$ cat src/rtl/psh_pkg.sv
`timescale 1ns/1ps
package psh_pkg;

    typedef enum logic [0:0] {
        ST_RELEASED = 1'b0,
        ST_HELD     = 1'b1
    } hold_state_e;

    localparam int ADDR_DIR  = 0;
    localparam int ADDR_CTRL = 1;

    localparam int CTRL_REL_BIT   = 0;
    localparam int CTRL_TXPOL_BIT = 1;
    localparam int CTRL_RXPOL_BIT = 2;
    localparam int CTRL_W         = 3;

endpackage

$ cat src/rtl/psh_hold_fsm.sv
`timescale 1ns/1ps
module psh_hold_fsm
    import psh_pkg::*;
(
    input  logic clk,
    input  logic hw_rst_n,
    input  logic sleep_req,
    input  logic rel_set,
    output logic held
);

    hold_state_e state_q;
    hold_state_e state_d;

    // state register
    always_ff @(posedge clk or negedge hw_rst_n) begin
        if (!hw_rst_n) begin
            state_q <= ST_RELEASED;
        end else begin
            state_q <= state_d;
        end
    end

    // transitions: SLEEP_ENTRY, SLEEP_AGAIN, RELEASE, STAY
    always_comb begin
        state_d = state_q;
        unique case (state_q)
            ST_RELEASED: begin
                if (sleep_req) begin
                    state_d = ST_HELD;
                end
            end
            ST_HELD: begin
                if (sleep_req) begin
                    state_d = ST_HELD;
                end else if (rel_set) begin
                    state_d = ST_RELEASED;
                end
            end
            default: state_d = ST_RELEASED;
        endcase
    end

    // outputs
    always_comb begin
        held = 1'b0;
        unique case (state_q)
            ST_RELEASED: held = 1'b0;
            ST_HELD:     held = 1'b1;
            default:     held = 1'b0;
        endcase
    end

    AST_SLEEP_HOLDS: assert property (@(posedge clk) disable iff (!hw_rst_n)
        sleep_req |=> held);

    AST_HOLD_STICKY: assert property (@(posedge clk) disable iff (!hw_rst_n)
        (held && !rel_set) |=> held);

    AST_RELEASE_TAKES: assert property (@(posedge clk) disable iff (!hw_rst_n)
        (held && rel_set && !sleep_req) |=> !held);

endmodule

$ cat src/rtl/psh_regs.sv
`timescale 1ns/1ps
module psh_regs
    import psh_pkg::*;
#(
    parameter int NUM_PINS = 22,
    parameter int DATA_W   = 32,
    parameter int ADDR_W   = 2
) (
    input  logic                clk,
    input  logic                hw_rst_n,
    input  logic                soft_rst,
    input  logic                sleep_req,
    input  logic                bus_we,
    input  logic                bus_re,
    input  logic [ADDR_W-1:0]   bus_addr,
    input  logic [DATA_W-1:0]   bus_wdata,
    input  logic                held,
    output logic [DATA_W-1:0]   bus_rdata,
    output logic [NUM_PINS-1:0] dir_q,
    output logic                rel_set,
    output logic                tx_pol,
    output logic                rx_pol
);

    localparam logic [ADDR_W-1:0] A_DIR  = ADDR_W'(ADDR_DIR);
    localparam logic [ADDR_W-1:0] A_CTRL = ADDR_W'(ADDR_CTRL);

    logic hit_dir;
    logic hit_ctrl;
    logic wr_dir;
    logic wr_ctrl;
    logic periph_rst;

    assign hit_dir    = (bus_addr == A_DIR);
    assign hit_ctrl   = (bus_addr == A_CTRL);
    assign wr_dir     = bus_we && hit_dir;
    assign wr_ctrl    = bus_we && hit_ctrl;
    assign rel_set    = wr_ctrl && bus_wdata[CTRL_REL_BIT];
    assign periph_rst = soft_rst || sleep_req;

    logic unused_wdata_bits;
    generate
        if (NUM_PINS < DATA_W) begin : g_unused
            assign unused_wdata_bits = ^bus_wdata[DATA_W-1:NUM_PINS];
        end else begin : g_nounused
            assign unused_wdata_bits = 1'b0;
        end
    endgenerate

    // direction register: only the hardware reset initialises it
    always_ff @(posedge clk or negedge hw_rst_n) begin
        if (!hw_rst_n) begin
            dir_q <= '1;
        end else if (wr_dir) begin
            dir_q <= bus_wdata[NUM_PINS-1:0];
        end
    end

    // serial-2 polarity bits: any peripheral reset restores 1
    always_ff @(posedge clk or negedge hw_rst_n) begin
        if (!hw_rst_n) begin
            tx_pol <= 1'b1;
            rx_pol <= 1'b1;
        end else if (periph_rst) begin
            tx_pol <= 1'b1;
            rx_pol <= 1'b1;
        end else if (wr_ctrl) begin
            tx_pol <= bus_wdata[CTRL_TXPOL_BIT];
            rx_pol <= bus_wdata[CTRL_RXPOL_BIT];
        end
    end

    // registered read path
    logic [DATA_W-1:0] rd_mux;
    always_comb begin
        rd_mux = '0;
        if (hit_dir) begin
            rd_mux = DATA_W'(dir_q);
        end else if (hit_ctrl) begin
            rd_mux = DATA_W'({rx_pol, tx_pol, ~held});
        end
    end

    always_ff @(posedge clk or negedge hw_rst_n) begin
        if (!hw_rst_n) begin
            bus_rdata <= '0;
        end else if (bus_re) begin
            bus_rdata <= rd_mux;
        end else begin
            bus_rdata <= '0;
        end
    end

    AST_DIR_SURVIVES: assert property (@(posedge clk) disable iff (!hw_rst_n)
        (periph_rst && !wr_dir) |=> $stable(dir_q));

    AST_POL_DEFAULT: assert property (@(posedge clk) disable iff (!hw_rst_n)
        periph_rst |=> (tx_pol && rx_pol));

    generate
        if (NUM_PINS < DATA_W) begin : g_rsvd
            AST_RSVD_ZERO: assert property (@(posedge clk) disable iff (!hw_rst_n)
                bus_rdata[DATA_W-1:NUM_PINS] == '0);
        end
    endgenerate

endmodule

$ cat src/rtl/psh_pin_mux.sv
`timescale 1ns/1ps
module psh_pin_mux #(
    parameter int NUM_PINS = 22
) (
    input  logic                held,
    input  logic [NUM_PINS-1:0] dir_q,
    input  logic [NUM_PINS-1:0] periph_out,
    input  logic [NUM_PINS-1:0] periph_oe,
    output logic [NUM_PINS-1:0] pin_out,
    output logic [NUM_PINS-1:0] pin_oe
);

    generate
        for (genvar i = 0; i < NUM_PINS; i++) begin : g_pin
            always_comb begin
                if (held) begin
                    pin_out[i] = 1'b0;
                    pin_oe[i]  = ~dir_q[i];
                end else begin
                    pin_out[i] = periph_out[i];
                    pin_oe[i]  = periph_oe[i];
                end
            end
        end
    endgenerate

endmodule

$ cat src/rtl/pin_sleep_hold.sv
`timescale 1ns/1ps
module pin_sleep_hold
    import psh_pkg::*;
#(
    parameter int NUM_PINS = 22,
    parameter int DATA_W   = 32,
    parameter int ADDR_W   = 2
) (
    input  logic                clk,
    input  logic                hw_rst_n,
    input  logic                soft_rst,
    input  logic                sleep_req,
    input  logic                bus_we,
    input  logic                bus_re,
    input  logic [ADDR_W-1:0]   bus_addr,
    input  logic [DATA_W-1:0]   bus_wdata,
    output logic [DATA_W-1:0]   bus_rdata,
    input  logic [NUM_PINS-1:0] periph_out,
    input  logic [NUM_PINS-1:0] periph_oe,
    output logic [NUM_PINS-1:0] pin_out,
    output logic [NUM_PINS-1:0] pin_oe,
    output logic                ser2_tx_pol,
    output logic                ser2_rx_pol
);

    logic                held;
    logic                rel_set;
    logic [NUM_PINS-1:0] dir_q;

    psh_regs #(
        .NUM_PINS (NUM_PINS),
        .DATA_W   (DATA_W),
        .ADDR_W   (ADDR_W)
    ) u_regs (
        .clk       (clk),
        .hw_rst_n  (hw_rst_n),
        .soft_rst  (soft_rst),
        .sleep_req (sleep_req),
        .bus_we    (bus_we),
        .bus_re    (bus_re),
        .bus_addr  (bus_addr),
        .bus_wdata (bus_wdata),
        .held      (held),
        .bus_rdata (bus_rdata),
        .dir_q     (dir_q),
        .rel_set   (rel_set),
        .tx_pol    (ser2_tx_pol),
        .rx_pol    (ser2_rx_pol)
    );

    psh_hold_fsm u_fsm (
        .clk       (clk),
        .hw_rst_n  (hw_rst_n),
        .sleep_req (sleep_req),
        .rel_set   (rel_set),
        .held      (held)
    );

    psh_pin_mux #(
        .NUM_PINS (NUM_PINS)
    ) u_mux (
        .held       (held),
        .dir_q      (dir_q),
        .periph_out (periph_out),
        .periph_oe  (periph_oe),
        .pin_out    (pin_out),
        .pin_oe     (pin_oe)
    );

    AST_HELD_PADS: assert property (@(posedge clk) disable iff (!hw_rst_n)
        held |-> ((pin_out == '0) && (pin_oe == ~dir_q)));

    AST_RELEASED_PADS: assert property (@(posedge clk) disable iff (!hw_rst_n)
        !held |-> ((pin_out == periph_out) && (pin_oe == periph_oe)));

endmodule

$ cat config.mk
export PLATFORM = sky130hd
export DESIGN_NAME = pin_sleep_hold
export DESIGN_NICKNAME = d
export VERILOG_FILES = /design/src/rtl/psh_pkg.sv /design/src/rtl/psh_hold_fsm.sv /design/src/rtl/psh_regs.sv /design/src/rtl/psh_pin_mux.sv /design/src/rtl/pin_sleep_hold.sv
export SDC_FILE = /design/constraint.sdc
export NUM_CORES = 1
export LEC_CHECK = 0
export BUFFER_PORTS_ARGS = -buffer_cell sky130_fd_sc_hd__buf_2
export CAP_MARGIN = 20
export CORE_ASPECT_RATIO = 0.5
export CORE_MARGIN = 2
export CORE_UTILIZATION = 41
export DETAILED_ROUTE_END_ITERATION = 7
export PLACE_DENSITY_LB_ADDON = 0.1
export RECOVER_POWER = 50
export SLEW_MARGIN = 20
export SYNTH_ARGS = -nofsm -noshare
export SYNTH_HDL_FRONTEND = slang
export SYNTH_SLANG_ARGS = --single-unit
$ cat constraint.sdc
create_clock -name clk -period 1.39 [get_ports clk]
set_clock_uncertainty 0.2 [all_clocks]
set_input_delay 0.139 -clock clk [delete_from_list [all_inputs] [get_ports clk]]
set_output_delay 0.139 -clock clk [all_outputs]
set_load 0.005 [all_outputs]
==> flow_metrics.tcl <==
set metrics [dict create \
    drc_errors 0 \
    setup_viol 44 \
    maxSlewHeadroom_pct 59.1 \
    route.met3.wl_um 330 \
    synthAdderAreaFrac_pct 0 \
    p_leak_nw 2.02 \
    ys_top_cells_by_area "dfstp_2, dfrtp_1, mux2i_1" \
    synth_common_cells "dfstp_2, mux2i_1, dfrtp_1" \
    cts_sinks 47 \
    cp-endpoint "pin_out[21]" \
    maxCapViolations 0 \
    r2r_slack_ns 0.04 \
    cp-start-kind "flop" \
    p_per_area_nw_per_um2 965 \
    synth_compound_area_share_pct 1.04 \
    cts_buffers 5 \
    ant_nets 0 \
    wl_met2_um 3000 \
    root_buffer "clkbuf_8" \
    grt_pass1_vias 1952 \
    holdWs_ns 0.0449 \
    min_period_over_period_pct 121 \
    ys_seq_area_share_pct 52.7 \
    detail_route.first_pass.iterations 4 \
    coreArea_um2 5420 \
    r2r-start "u_fsm.state_q" \
    synth_top_area_cell "dfstp_2" \
    drt-total-wl_um 5530 \
    fmax_mhz 595 \
    start_util_pct 42.2 \
    antenna_cells 0 \
    fin_nets 453 \
    ctsLongestPathBuffers 2 \
    port-buffer-count 141 \
    pre_cts_slack_ns 0.0459 \
    worstPathMaxFanout 8 \
    wl_met1_um 2160 \
    synthXorXnorAreaFrac_pct 0 \
    synthCells 193 \
    dpl.hpwl_um 3950 \
    dieArea_um2 6230 \
    dieHeight_um 56.8 \
    clkTransAtPathRegs_ns 0.08 \
    vias 1961 \
    synth_top_area_share_pct 27.6 \
    setup_tns_ns -8.36 \
    synth_warnings 0 \
    multi_input_comb_area_um2 946 \
    cts_tree "built" \
    vias_per_cell 4.43 \
    tightest_slew_ns 0.613 \
    ir_worst_vdd_uv 634 \
    synth_cell_type_count 21 \
    areaGrowthSynthToFinish_pct 55.3 \
    grt_max_degree 48 \
    die_x_um 110 \
    layout-drive-gt1-share_pct 58.1 \
    gp_congestion 0.660 \
    fin_area_um2 3550 \
    worstSetupStartpoint "u_fsm.state_q" \
    ys_async_sr_fraction_pct 100 \
    yosys.area_share.simple_pct 15.4 \
    critPathRequiredTime_ns 1.05 \
    io_pins 162 \
    h-tree-depth 2 \
    r2r_end "u_fsm.state_q" \
    hp-class "in -> reg" \
    synth_mux_area_share_pct 21.3 \
    grt_pass1_wl_um 8510 \
    worst_slack_ns -0.289 \
    grt_overflow 0 \
    end_kind "primary output" \
    netlist_area_um2 2290 \
    antenna_found_initial 0 \
    maxSlewViolCount 0 \
    nFillCells 457 \
    synth_top_family_by_area "multiplexers" \
    arrival_ns 1.34 \
    synth_area_per_cell_um2 11.9 \
    detail_route.iter0.violations 30 \
    violations "negative setup slack" \
    place_area_um2 3090 \
    seqCellArea_um2 1210 \
    rr_worst_depth 5 \
    finalCriticalPeriod_ns 1.68 \
    hold_viol_final 0 \
    routed.top_layer "met4" \
    wire_per_inst_um 12.5 \
    row_count 19 \
    grt_setup_unrepaired "true" \
    final_core_util_pct 65.5 \
    crit_type "reg -> out" \
    clock_latency_ns 0.29 \
    ys_seq_elements 47 \
    grtUsageTotal_pct 17.8 \
    status "finished, violations left" \
    synth_edf_count 0 \
    ys.flop_type "dfstp_2" \
]
## power by group
| part | switching [W] | internal, W |
|---|---|---|
| logic | 0.000286 | 0.000451 |
| clock network | 0.000447 | 0.000536 |
| registers | 0.0000959 | 0.00161 |
| total | 0.000830 | 0.00260 |
## flip-flops by register name (all words and copies together) (netlist names)
signal and flops:
u_fsm.state_q 1, u_regs.bus_rdata 22, u_regs.dir_q 22, u_regs.rx_pol 1, u_regs.tx_pol 1
## worst max-delay path, cell delays in order (launching register included)
cell and delay, ns:
dfrtp_2 0.47, buf_12 0.15, clkbuf_16 0.16, nor2b_1 0.13, buf_2 0.13
## cell usage in the layout (no fill, tap or decap)
master and n:
inv_1 21, dlygate4sd3_1 26, bufinv_16 1, and3b_1 1, nor2_1 6, nor3b_4 2, mux2i_1 24, dfrtp_2 1
buf_8 1, a21oi_1 2, mux2_2 21, conb_1 10, and2_1 19, clkinv_2 1, a31oi_1 1, clkbuf_8 5
nor2b_1 16, dfstp_2 24, clkbuf_4 1, nor3_1 4, clkbuf_16 1, dfrtp_1 22, nand2b_1 1, nor2b_2 1
mux2_1 1, buf_4 5, clkinv_4 1, buf_12 3, buf_2 141, clkbuf_1 1, a211oi_2 1, nor2b_4 5
## worst min path at each step
stage,end,depth (start not counted),slack [ns],start
floorplan,u_fsm.state_q,0,-0.36,hw_rst_n
global placement,u_regs.bus_rdata[11],2,-0.07,hw_rst_n
detailed placement,u_regs.bus_rdata[13],2,-0.06,hw_rst_n
CTS,u_regs.bus_rdata[0],3,0.03,bus_addr[0]
global route,u_regs.bus_rdata[0],3,0.04,bus_addr[0]
finish,u_regs.bus_rdata[0],3,0.04,bus_addr[0]
## timing repair
item / 4_1_cts / 5_1_grt
endpoints found under the setup margin: 44 / 44
buffers inserted: 0 / 2
gates cloned: 0 / 2
endpoints found under the hold margin: 75 / 0
hold buffers: 26 / 0
gates resized for setup: 0 / 10
pin swaps: 0 / 1
## stage by stage
step | total power, W | instances
4_1_cts | 0.00346 | 439
2_1_floorplan | 0.00205 | 202
6_report | 0.00343 | 443
3_3_place_gp | 0.00237 | 405
5_1_grt | 0.00363 | 443
3_5_place_dp | 0.00240 | 405
## cell families (layout without fill, tap and decap cells)
logic type,count (synthesis),after routing
AOI/OAI and AO/OA,4,4
buffers and inverters,40,208
DFF,47,47
muxes,46,46
other,1,10
and+or+nand+nor,55,55
## layout make-up
type,instances,share of cell area [%]
Tap cell,73,2.57
Clock inverter,3,1.23
Sequential cell,47,34.0
Multi-Input combinational cell,115,26.6
Timing Repair Buffer,179,31.4
Inverter,21,2.22
Clock buffer,5,1.94
## metal layers
metal  GRT usage [%]  vias to the layer above
li1                -                      950
met1            18.3                      936
met2            35.1                       71
met3            4.99                        4
met4            4.34                        0
met5               0                        -
(Power assumes the default switching activity.)
